### src/rtl/nvseq_pkg.sv
package nvseq_pkg;

    localparam int ADDR_W = 15;
    localparam int CMP_W  = 14;
    localparam int STEPS  = 5;

    typedef enum logic [2:0] {
        ST_IDLE = 3'd0,
        ST_HIT1 = 3'd1,
        ST_HIT2 = 3'd2,
        ST_HIT3 = 3'd3,
        ST_HIT4 = 3'd4,
        ST_HIT5 = 3'd5
    } seq_state_t;

    localparam logic [CMP_W-1:0] KEY_STORE  = 14'h0FC0;
    localparam logic [CMP_W-1:0] KEY_RECALL = 14'h0C63;

    // Expected prefix address for a given step (0 = first).
    function automatic logic [CMP_W-1:0] prefix_key(input logic [2:0] step);
        logic [CMP_W-1:0] k;
        case (step)
            3'd0:    k = 14'h0E38;
            3'd1:    k = 14'h31C7;
            3'd2:    k = 14'h03E0;
            3'd3:    k = 14'h3C1F;
            3'd4:    k = 14'h303F;
            default: k = '1;
        endcase
        return k;
    endfunction

endpackage

### src/rtl/nvseq_edge.sv
module nvseq_edge #(
    parameter int SYNC_N = 2
) (
    input  logic clk,
    input  logic rst_n,
    input  logic ce_n,
    output logic ce_fall
);
    logic [SYNC_N:0] sh_q;

    always_ff @(posedge clk or negedge rst_n) begin
        if (!rst_n) sh_q <= '1;
        else        sh_q <= {sh_q[SYNC_N-1:0], ce_n};
    end

    assign ce_fall = sh_q[SYNC_N] & ~sh_q[SYNC_N-1];
endmodule

### src/rtl/nvseq_match.sv
module nvseq_match
    import nvseq_pkg::*;
(
    input  logic [CMP_W-1:0] key,
    input  seq_state_t       state,
    output logic             hit_next,
    output logic             hit_first,
    output logic             hit_store,
    output logic             hit_recall
);
    logic in_last;

    assign in_last    = (state == ST_HIT5);
    assign hit_next   = !in_last && (key == prefix_key(state));
    assign hit_first  = (key == prefix_key(3'd0));
    assign hit_store  = in_last && (key == KEY_STORE);
    assign hit_recall = in_last && (key == KEY_RECALL);
endmodule

### src/rtl/nv_seq_detect.sv
module nv_seq_detect
    import nvseq_pkg::*;
#(
    parameter int SYNC_N = 2
) (
    input  logic              clk,
    input  logic              rst_n,
    input  logic              ce_n,
    input  logic              we_n,
    input  logic [ADDR_W-1:0] addr,
    output logic              store_req,
    output logic              recall_req,
    output logic [2:0]        seq_pos
);
    seq_state_t state_q, state_d;
    logic ev, hit_next, hit_first, hit_store, hit_recall;
    logic rd_ev;

    nvseq_edge #(.SYNC_N(SYNC_N)) u_edge (
        .clk    (clk),
        .rst_n  (rst_n),
        .ce_n   (ce_n),
        .ce_fall(ev)
    );

    nvseq_match u_match (
        .key       (addr[CMP_W-1:0]),
        .state     (state_q),
        .hit_next  (hit_next),
        .hit_first (hit_first),
        .hit_store (hit_store),
        .hit_recall(hit_recall)
    );

    assign rd_ev = ev && we_n;

    always_comb begin
        state_d = state_q;
        if (ev) begin
            if (!we_n) begin
                state_d = ST_IDLE;
            end else begin
                unique case (state_q)
                    ST_IDLE, ST_HIT1, ST_HIT2, ST_HIT3, ST_HIT4: begin
                        if (hit_next)       state_d = seq_state_t'(state_q + 3'd1);
                        else if (hit_first) state_d = ST_HIT1;
                        else                state_d = ST_IDLE;
                    end
                    ST_HIT5: begin
                        if (hit_store || hit_recall) state_d = ST_IDLE;
                        else if (hit_first)          state_d = ST_HIT1;
                        else                         state_d = ST_IDLE;
                    end
                    default: state_d = ST_IDLE;
                endcase
            end
        end
    end

    always_ff @(posedge clk or negedge rst_n) begin
        if (!rst_n) state_q <= ST_IDLE;
        else        state_q <= state_d;
    end

    always_ff @(posedge clk or negedge rst_n) begin
        if (!rst_n) begin
            store_req  <= 1'b0;
            recall_req <= 1'b0;
        end else begin
            store_req  <= rd_ev && hit_store;
            recall_req <= rd_ev && hit_recall;
        end
    end

    assign seq_pos = state_q;
endmodule

### config.mk
export PLATFORM = sky130hd
export DESIGN_NAME = nv_seq_detect
export DESIGN_NICKNAME = d
export VERILOG_FILES = /design/src/rtl/nvseq_pkg.sv /design/src/rtl/nvseq_edge.sv /design/src/rtl/nvseq_match.sv /design/src/rtl/nv_seq_detect.sv
export SDC_FILE = /design/constraint.sdc
export NUM_CORES = 1
export LEC_CHECK = 0
export CAP_MARGIN = 10
export CORE_ASPECT_RATIO = 1.1
export CORE_MARGIN = 3
export CORE_UTILIZATION = 48
export CTS_CLUSTER_DIAMETER = 200
export CTS_CLUSTER_SIZE = 16
export DETAILED_ROUTE_END_ITERATION = 8
export GPL_TIMING_DRIVEN = 0
export MAX_ROUTING_LAYER = met4
export PLACE_DENSITY = 0.8
export SYNTH_ARGS = -nofsm -noshare
export SYNTH_HDL_FRONTEND = slang
export SYNTH_HIERARCHICAL = 1
export SYNTH_SLANG_ARGS = --single-unit
### constraint.sdc
create_clock -name clk -period 7.2 [get_ports clk]
set_input_delay 2.16 -clock clk [delete_from_list [all_inputs] [get_ports clk]]
set_output_delay 2.16 -clock clk [all_outputs]
set_load 0.02 [all_outputs]
==> summary.md, run 1 <==
| Metric | Value |
|---|---|
| Main area contributors after synthesis | dfrtp_1 17%, dfstp_2 11%, ha_1 8.7%, nor2_1 4.2%, nand2_1 3.6% |
| HPWL after detailed placement | 1240 um |
| Critical path arrival | roughly 4.4 ns |
| Core area | 1380 sq um |
| WS Path Type | input port to flop |
| Final hold vios | 0 |
| HP Start | u_edge/sh_q[0]$_DFF_PN1_ |
| Slew Viols, Final | 0 |
| R2R Setup Slk | roughly 4.6 ns |
| CP max-delay cell | clkdlybuf4s50_1 |
| DRT iter0 DRCs | 18 |
| First-pass GRT wire length | 2720 um |
| Post-route setup TNS | 0 ns |
| Distinct cells, synth | 38 |
| Worst slew pin tran | 0.524 ns |
| Crit share post-route | 0.581 |
| Hold buffer count at CTS | 0 |
| Min-delay worst type | flop to flop |
| Synthesis-stage register bit count | 8 |
| Clock Skew | approximately 0.012 ns |
| Commonest register cell after synthesis | dfrtp_1 |
| Fmax | around 240 MHz |
| Worst-Skew Late Latency | roughly 0.27 ns |
| Syn Inst Count | just over 80 |
| Synth-to-layout area growth | 37.0% |
| ANT cells | 0 |
| CP Capture Type | flop |
| Vias in the first global route | 614 |
| Rows | 14 |
| Routed wire per std cell | 13.4 um |
| Vias per Instance | between 5 and 6 |
| Maximum clock path buffer count | 2 |
| H-tree Lvls | 1 |
| Slew HR | 0.648 |
| Initial antenna violation count | 0 |
| Worst r2r src | seq_pos[1]$_DFFE_PN0P_ |
| Die Area | between 2000 and 2500 sq um |
| # port buffers | 22 |
| RSZ-0062 raised after global routing | no |
| Antenna Nets Post-Route | 0 |
| CTS resizes | 0 |
| I/O pin count | 24 |
| Share of layout cells above drive strength 1 | 0.168 |
| Pwr dens | roughly 120 nW/um^2 |
| Post-synth EDFFs | 0 |
| Power, Total | 0.122 mW |
| Yosys top cell by area | dfrtp_1 |
| Critical Path RT | between 7 and 8 ns |
| CP cell instances | clkdlybuf4s50_1 > and3_1 > mux2i_1 > or4_1 > a211oi_1 > nor2b_1 > o32ai_1 > a31oi_1 |
| Syn_area_per_cell | around 8.9 sq um |
| Die width | 42.9 um |
| Syn Nets | ~110 |
| Via count | around 700 |
| CP Max Fanout | 5 |
| Inserted Clock Buffers | 3 |
| Total Routing Usage GR | 0.192 |
| Clock Pin Slew Worst Setup and Hold Paths | approximately 0.060 ns |
| CTS tree | yes |
| Critical Path Start | addr[8] |
| Status | finished clean |
| Post-Route WL | roughly 1600 um |
| Fin crit period | roughly 4.2 ns |
| Largest net degree at the start of global routing | 11 |
| Filler instances | ~120 |
| Sequential area share after synthesis | 0.283 |
| Drt drc | 0 |
| Peak supply drop | roughly 120 uV |
| Initial cell density of the core | 0.521 |
| Drt pass-1 iters | 4 |
| Setup bufs post-CTS | 0 |
| Total leakage power | about 0.38 nW |
| GRT Residual Overflow | 0 |
| CP max stage delay | 0.54 ns |
| GP Congestion | slightly below 0.8 |
| Area share of the largest cell type after synthesis | 0.174 |
| Final Setup Violations | 0 |
| Syn Std Cell Area | 721 sq um |
| Die Y | about 47 um |
| Clock Root Buffer | clkbuf_4 |
| Sinks on Clock Net | 8 |
| Max cap viols | 0 |
| Final Net Count | 132 |
| Yosys warning count | 6 |
| CP Launch Type | input port |
| Fraction of registers with async set/reset | 1.00 |
## report_power, final
group | switching [mW] | total [mW] | internal [mW]
logic | 0.0155 | 0.0337 | 0.0182
registers | 0.00174 | 0.0488 | 0.0470
clock network | 0.0185 | 0.0399 | 0.0214
total | 0.0357 | 0.122 | 0.0866
## Yosys cell counts, types with 2 or more instances
cell	instances
a21oi_1	3
nor2b_1	2
nand2_1	7
a211oi_1	2
buf_6	2
ha_1	5
inv_1	3
nand3_1	2
nor4_1	3
dfstp_2	3
mux2i_1	2
o22ai_1	2
dfrtp_1	5
nand4_1	2
a31oi_1	2
nor3_1	5
and3_1	3
nor2_1	8
## cell families after synthesis
logic type / synth area share
DFF: 0.283
and+or+nand+nor: 0.300
adders and majority gates: 0.0868
muxes: 0.0278
buffers and inverters: 0.0642
xor gates and xnor gates: 0.0243
AOI/OAI and AO/OA: 0.214
## layout by cell type (no fill, tap or decap), drive strengths merged, types with 2 or more instances in the layout
cell type / instances
clkdlybuf4s50: 22
nor2: 8
nand2: 7
ha: 5
dfrtp: 5
nor3: 5
clkbuf: 4
a21oi: 4
nor2b: 4
buf: 4
inv: 3
and3: 3
dfstp: 3
nor4: 3
o22ai: 2
nand4: 2
mux2i: 2
a31oi: 2
nand3: 2
a211oi: 2
nand2b: 2
## through the flow
step                cells  area, sq um  hold WS (ns)  setup slack, ns  utilization
floorplan              81          721         0.345             3.46            -
global placement      119          961         0.346             2.77        0.694
detailed placement    119          961         0.350             2.76        0.694
CTS                   123          987         0.367             3.04        0.713
global route          123          987         0.373             2.87        0.713
finish                123          987         0.372             3.02        0.713
## worst paths after layout
check | to | cells past startpoint
worst max register to register | seq_pos[0]$_DFFE_PN0P_ | 9
worst min-delay path | u_edge/sh_q[1]$_DFF_PN1_ | 0
worst min register to register | u_edge/sh_q[1]$_DFF_PN1_ | 0
min in group asynchronous | recall_req$_DFF_PN0_ | 1
max in group asynchronous | u_edge/sh_q[2]$_DFF_PN1_ | 1
worst max-delay path | seq_pos[0]$_DFFE_PN0P_ | 8
## layout make-up
type | instances | area, sq um | area share
Buffer | 4 | 35.0 | 0.0355
Tap cell | 16 | 20.0 | 0.0203
Timing Repair Buffer | 22 | 220 | 0.223
Sequential cell | 8 | 204 | 0.207
Multi-Input combinational cell | 66 | 470 | 0.477
Inverter | 3 | 11.3 | 0.0114
Clock buffer | 4 | 26.3 | 0.0266
## worst max-delay path: cells and delay by family
| kind | cells | cell delay [ns] |
|---|---|---|
| AOI/OAI and AO/OA | 3 | 0.71 |
| muxes | 1 | 0.06 |
| and+or+nand+nor | 3 | 0.89 |
| buffers and inverters | 1 | 0.54 |
## routing by layer
layer  GRT usage  up-vias  part of all wire
li1            -      352                 -
met1       0.238      303              0.47
met2       0.281       29              0.43
met3      0.0508        5             0.077
met4       0.114        0             0.021
met5           -        -                 0
## flip-flops by register name, summed over array words and instances (netlist names)
| name | count |
|---|---|
| recall_req | 1 |
| seq_pos | 3 |
| store_req | 1 |
| u_edge/sh_q | 3 |
Note: power is estimated with default switching activity, not from simulation.
==> run 2, diff against run 1 <==
CORE_UTILIZATION = 40   (was 48)
PLACE_DENSITY = 0.71   (was 0.8)
clock period = 3.5 ns   (was 7.2 ns; I/O delays follow)
==> summary.md, run 2 (same netlist as run 1, synthesis figures left out) <==
| Metric | Value |
|---|---|
| Filler instances | 153 (was 115) |
| Critical Path RT | 3.68 ns (was 7.38 ns) |
| Final Net Count | 132 (unchanged) |
| Clock Root Buffer | clkbuf_4 (unchanged) |
| Final hold vios | 0 (unchanged) |
| Critical path arrival | 3.24 ns (was 4.37 ns) |
| Initial cell density of the core | 0.441 (was 0.521) |
| Vias per Instance | 5.81 (was 5.60) |
| Share of layout cells above drive strength 1 | 0.168 (unchanged) |
| Drt pass-1 iters | 4 (unchanged) |
| Most frequent cells in the layout | 22 x clkdlybuf4s50_1, 8 x nor2_1, 7 x nand2_1 (unchanged) |
| Die Area | 2350 sq um (was 2000 sq um) |
| Final core utilization | 0.605 (was 0.713) |
| # port buffers | 22 (unchanged) |
| Fin crit period | slightly above 3 ns |
| Routed wire per std cell | 13.8 um (was 13.4 um) |
| Final Setup Violations | 0 (unchanged) |
| Peak supply drop | 206 uV (was 124 uV) |
| HPWL after detailed placement | 1350 um (was 1240 um) |
| Worst slew pin tran | 0.524 ns (about the same) |
| Total leakage power | 0.384 nW (unchanged) |
| Die width | 46.5 um (was 42.9 um) |
| Setup bufs post-CTS | 0 (unchanged) |
| Slew HR | 0.648 (about the same) |
| Vias in the first global route | 647 (was 614) |
| Sinks on Clock Net | 8 (unchanged) |
| Rows | 15 (was 14) |
| Die Y | 50.5 um (was 46.6 um) |
| Max cap viols | 0 (unchanged) |
| Clock Skew | 0.00471 ns (was 0.0116 ns) |
| Crit share post-route | 0.875 |
| CTS resizes | 0 (unchanged) |
| ANT cells | 0 (unchanged) |
| Total Routing Usage GR | 0.171 (was 0.192) |
| Worst hold margin | 0.368 ns (was 0.372 ns) |
| Synth-to-layout area growth | 37.2% (was 37.0%) |
| CTS tree | yes (unchanged) |
| GRT Residual Overflow | 0 (unchanged) |
| Power, Total | 0.246 mW (was 0.122 mW) |
| Drt drc | 0 (unchanged) |
| Commonest non-fill, non-tap cell in the layout | clkdlybuf4s50_1 (unchanged) |
| Worst setup margin | 0.439 ns (was 3.02 ns) |
| Post-Route WL | 1710 um (was 1650 um) |
| Maximum clock path buffer count | 2 (unchanged) |
| First-pass GRT wire length | 2880 um (was 2720 um) |
| Initial antenna violation count | 0 (unchanged) |
| Post-Place Cells | 120 (was 119) |
| GP Congestion | 0.809 (was 0.792) |
| Final std cells w/o fill | 124 (was 123) |
| WS Path Type | input port to flop (unchanged) |
| Clock Pin Slew Worst Setup and Hold Paths | 0.05 ns (was 0.06 ns) |
| Status | finished clean (unchanged) |
| Slew Viols, Final | 0 (unchanged) |
| Largest net degree at the start of global routing | 11 (unchanged) |
| Inserted Clock Buffers | 3 (unchanged) |
| I/O pin count | 24 (unchanged) |
| CP Max Fanout | 5 (unchanged) |
| Fmax | between 300 and 400 MHz |
| DRT iter0 DRCs | 27 (was 18) |
| Worst-Skew Late Latency | 0.26 ns (was 0.27 ns) |
| Min-delay worst type | flop to flop (unchanged) |
| H-tree Lvls | 1 (unchanged) |
| Antenna Nets Post-Route | 0 (unchanged) |
| Core area | 1630 sq um (was 1380 sq um) |
| Placed Area | 962 sq um (was 961 sq um) |
| Pre-CTS WS | 0.201 ns (was 2.76 ns) |
| Pwr dens | 249 nW/um^2 (was 124 nW/um^2) |
| Via count | 721 (was 689) |
| RSZ-0062 raised after global routing | no (unchanged) |
| CP Capture Type | flop (unchanged) |
| CP Launch Type | input port (unchanged) |
| Final Cell Area | 988 sq um (was 987 sq um) |
| Post-route setup TNS | 0 ns (unchanged) |
| Hold buffer count at CTS | 0 (unchanged) |
## run 2: cell counts in the layout (fill, tap and decap cells not counted)
No cell type changed its count.
## run 2: layout make-up
| type | count | area [sq um] | share of cell area |
|---|---|---|---|
| sequential | 8 | 204 | 0.206 |
| timing repair buffer | 22 | 220 | 0.223 |
| multi-input combinational | 66 | 470 | 0.476 |
| inverter | 3 | 11.3 | 0.0114 |
| buffer | 4 | 35.0 | 0.0354 |
| clock buffer | 4 | 26.3 | 0.0266 |
| tap | 17 | 21.3 | 0.0215 |
## run 2: final timing paths
check	start	end	slack (ns)	depth (start not counted)
max	addr[8]	seq_pos[0]$_DFFE_PN0P_	0.44	8
min	u_edge/sh_q[0]$_DFF_PN1_	u_edge/sh_q[1]$_DFF_PN1_	0.37	0
max reg2reg	seq_pos[0]$_DFFE_PN0P_	seq_pos[0]$_DFFE_PN0P_	0.93	9
min reg2reg	u_edge/sh_q[0]$_DFF_PN1_	u_edge/sh_q[1]$_DFF_PN1_	0.37	0
max in group asynchronous	rst_n	u_edge/sh_q[2]$_DFF_PN1_	2.15	1
min in group asynchronous	rst_n	seq_pos[2]$_DFFE_PN0P_	1.06	1
## run 2: where the power goes
part	internal [mW]	switching, mW
logic	0.0375	0.0322
clock network	0.0436	0.0320
registers	0.0969	0.00363
total	0.178	0.0678
## run 2: worst max-delay path, cell delays in order
cell             delay [ns]
clkdlybuf4s50_1        0.54
and3_1                 0.17
mux2i_1                0.06
or4_1                  0.52
a211oi_1               0.45
nor2b_1                0.20
o32ai_1                0.09
a31oi_1                0.16
## run 2: routing by layer
layer | up-vias | GRT usage | wire [um] | share of wire
li1 | 353 | - | - | -
met1 | 336 | 0.232 | 782 | 0.46
met2 | 26 | 0.239 | 763 | 0.45
met3 | 6 | 0.0430 | 111 | 0.065
met4 | 0 | 0.0711 | 49 | 0.029
met5 | - | - | 0 | 0
==> run 3, diff against run 2 <==
CAP_MARGIN = default   (was 10)
clock period = 2.8 ns   (was 3.5 ns; I/O delays follow)
==> summary.md, run 3 (same netlist as run 1, synthesis figures left out) <==
| Metric | Value |
|---|---|
| Vias per Instance | 5.80 (was 5.81) |
| CP Capture Type | flop (unchanged) |
| CP max-delay cell | or4_4 (was clkdlybuf4s50_1) |
| CP max stage delay | 0.45 ns (was 0.54 ns) |
| Crit share post-route | 0.952 |
| Post-Route WL | 1760 um (was 1710 um) |
| FF-to-FF path depth | 9 (unchanged) |
| Pwr dens | 306 nW/um^2 (was 249 nW/um^2) |
| Critical Path Start | addr[2] (was addr[8]) |
| Vias in the first global route | 644 (was 647) |
| Die width | 46.5 um (unchanged) |
| Post-route setup TNS | 0 ns (unchanged) |
| Hold buffer count at CTS | 0 (unchanged) |
| Placed Area | 962 sq um (unchanged) |
| Fin crit period | 2.66 ns |
| DRT iter0 DRCs | 20 (was 27) |
| Worst slew pin tran | 0.455 ns (was 0.524 ns) |
| HP Start | u_edge/sh_q[0]$_DFF_PN1_ (unchanged) |
| Status | finished clean (unchanged) |
| Pre-CTS WS | -0.289 ns (was 0.201 ns) |
| Levels on crit path | 8 (unchanged) |
| Largest net degree at the start of global routing | 11 (unchanged) |
| Cell family with most CP delay | simple AND/OR/NAND/NOR gates (unchanged) |
| R2R Setup Slk | 0.43 ns (was 0.93 ns) |
| Critical Path Most Common Cell | a31oi_1 |
| Commonest non-fill, non-tap cell in the layout | clkdlybuf4s50_1 (unchanged) |
| Clock Skew | 0.00503 ns (was 0.00471 ns) |
| Hold Path Cell Cnt | 0 (unchanged) |
| First-pass GRT wire length | 2870 um (was 2880 um) |
| Worst r2r src | seq_pos[0]$_DFFE_PN0P_ (unchanged) |
| Clock Root Buffer | clkbuf_4 (unchanged) |
| Worst setup margin | 0.135 ns (was 0.439 ns) |
| HPWL after detailed placement | 1350 um (unchanged) |
| Clock Pin Slew Worst Setup and Hold Paths | 0.05 ns (about the same) |
| Final Cell Area | 1010 sq um (was 988 sq um) |
| Fmax | 375 MHz |
| Share of layout cells above drive strength 1 | 0.194 (was 0.168) |
| Rows | 15 (unchanged) |
| Initial cell density of the core | 0.441 (unchanged) |
| Sinks on Clock Net | 8 (unchanged) |
| Synth-to-layout area growth | 40.5% (was 37.2%) |
| Max cap viols | 0 (unchanged) |
| Total Routing Usage GR | 0.171 (about the same) |
| CP Launch Type | input port (unchanged) |
| ANT cells | 0 (unchanged) |
| Peak supply drop | 258 uV (was 206 uV) |
| Final core utilization | 0.620 (was 0.605) |
| Routed wire per std cell | 14.1 um (was 13.8 um) |
| Final hold vios | 0 (unchanged) |
| Worst-Skew Late Latency | 0.26 ns (about the same) |
| Final Setup Violations | 0 (unchanged) |
| WS Path Type | input port to flop (unchanged) |
| CP Max Fanout | 3 (was 5) |
| Critical Path RT | 2.98 ns (was 3.68 ns) |
| Initial antenna violation count | 0 (unchanged) |
| GP Congestion | 0.809 (unchanged) |
| Critical path arrival | 2.85 ns (was 3.24 ns) |
| Final Net Count | 133 (was 132) |
| Slew Viols, Final | 0 (unchanged) |
| GRT Residual Overflow | 0 (unchanged) |
| Via count | 725 (was 721) |
| I/O pin count | 24 (unchanged) |
| Crit path capture | seq_pos[0]$_DFFE_PN0P_ (unchanged) |
| Drt drc | 0 (unchanged) |
| Worst path bufs/invs | 1 (unchanged) |
| Die Area | 2350 sq um (unchanged) |
| CP cell instances | clkdlybuf4s50_1 > nor3_1 > a31oi_1 > or4_4 > a211oi_4 > nor2b_1 > o32ai_1 > a31oi_1 (was clkdlybuf4s50_1 > and3_1 > mux2i_1 > or4_1 > a211oi_1 > nor2b_1 > o32ai_1 > a31oi_1) |
| Total leakage power | 0.391 nW (was 0.384 nW) |
| Drt pass-1 iters | 4 (unchanged) |
| Core area | 1630 sq um (unchanged) |
| Slew HR | 0.696 (was 0.648) |
| Power, Total | 0.310 mW (was 0.246 mW) |
| # port buffers | 22 (unchanged) |
| Inserted Clock Buffers | 3 (unchanged) |
| Maximum clock path buffer count | 2 (unchanged) |
| H-tree Lvls | 1 (unchanged) |
| Die Y | 50.5 um (unchanged) |
| Worst r2r dst | seq_pos[0]$_DFFE_PN0P_ (unchanged) |
| Antenna Nets Post-Route | 0 (unchanged) |
| CTS tree | yes (unchanged) |
| Most frequent cells in the layout | 22 x clkdlybuf4s50_1, 8 x nor2_1, 7 x nand2_1 (unchanged) |
| Min-delay worst type | flop to flop (unchanged) |
-- run 3: cell types whose count changed in the layout (fill, tap and decap cells not counted) --
| cell | change |
|---|---|
| buf_4 | +1 |
| or4_1 | -1 |
| a211oi_4 | +1 |
| or4_4 | +1 |
| a211oi_1 | -1 |
-- run 3: routing by layer --
layer	wire (um)	GRT usage	part of all wire
met5	0	-	0
met4	48	0.0711	0.027
met3	129	0.0430	0.073
met2	822	0.239	0.47
met1	764	0.230	0.43
-- run 3: final cells by class --
cell class              count  area [sq um]
plain buffers               4          35.0
inverters                   3          11.3
repair buffers             23           228
fillers                   151           621
well taps                  17          21.3
flip-flops and latches      8           204
clock buffers               4          26.3
multi-input cells          66           487
-- run 3: report_power, final --
group          leakage [nW]  total [mW]  switching (mW)  internal, mW
Sequential            0.101       0.126         0.00458         0.121
Combinational         0.276      0.0894          0.0424        0.0471
Clock                0.0150      0.0945          0.0399        0.0545
-- run 3: per-stage QoR --
step | instances | hold slack, ns
after floorplan | 81 | 0.345
after global placement | 120 | 0.346
after detailed placement | 120 | 0.351
after CTS | 124 | 0.365
after global routing | 125 | 0.372
final | 125 | 0.366
-- run 3: what timing repair did --
action	in CTS	in global routing
setup buffers	0	1
pin swaps	0	1
resized for setup	1	2
setup endpoints to repair	1	1
-- run 3: worst min-delay path by stage --
stage,end,slack [ns]
2_1_floorplan,u_edge/sh_q[1]$_DFF_PN1_,0.35
3_3_place_gp,u_edge/sh_q[1]$_DFF_PN1_,0.35
3_5_place_dp,u_edge/sh_q[1]$_DFF_PN1_,0.35
4_1_cts,u_edge/sh_q[1]$_DFF_PN1_,0.36
5_1_grt,u_edge/sh_q[1]$_DFF_PN1_,0.37
6_report,u_edge/sh_q[1]$_DFF_PN1_,0.37
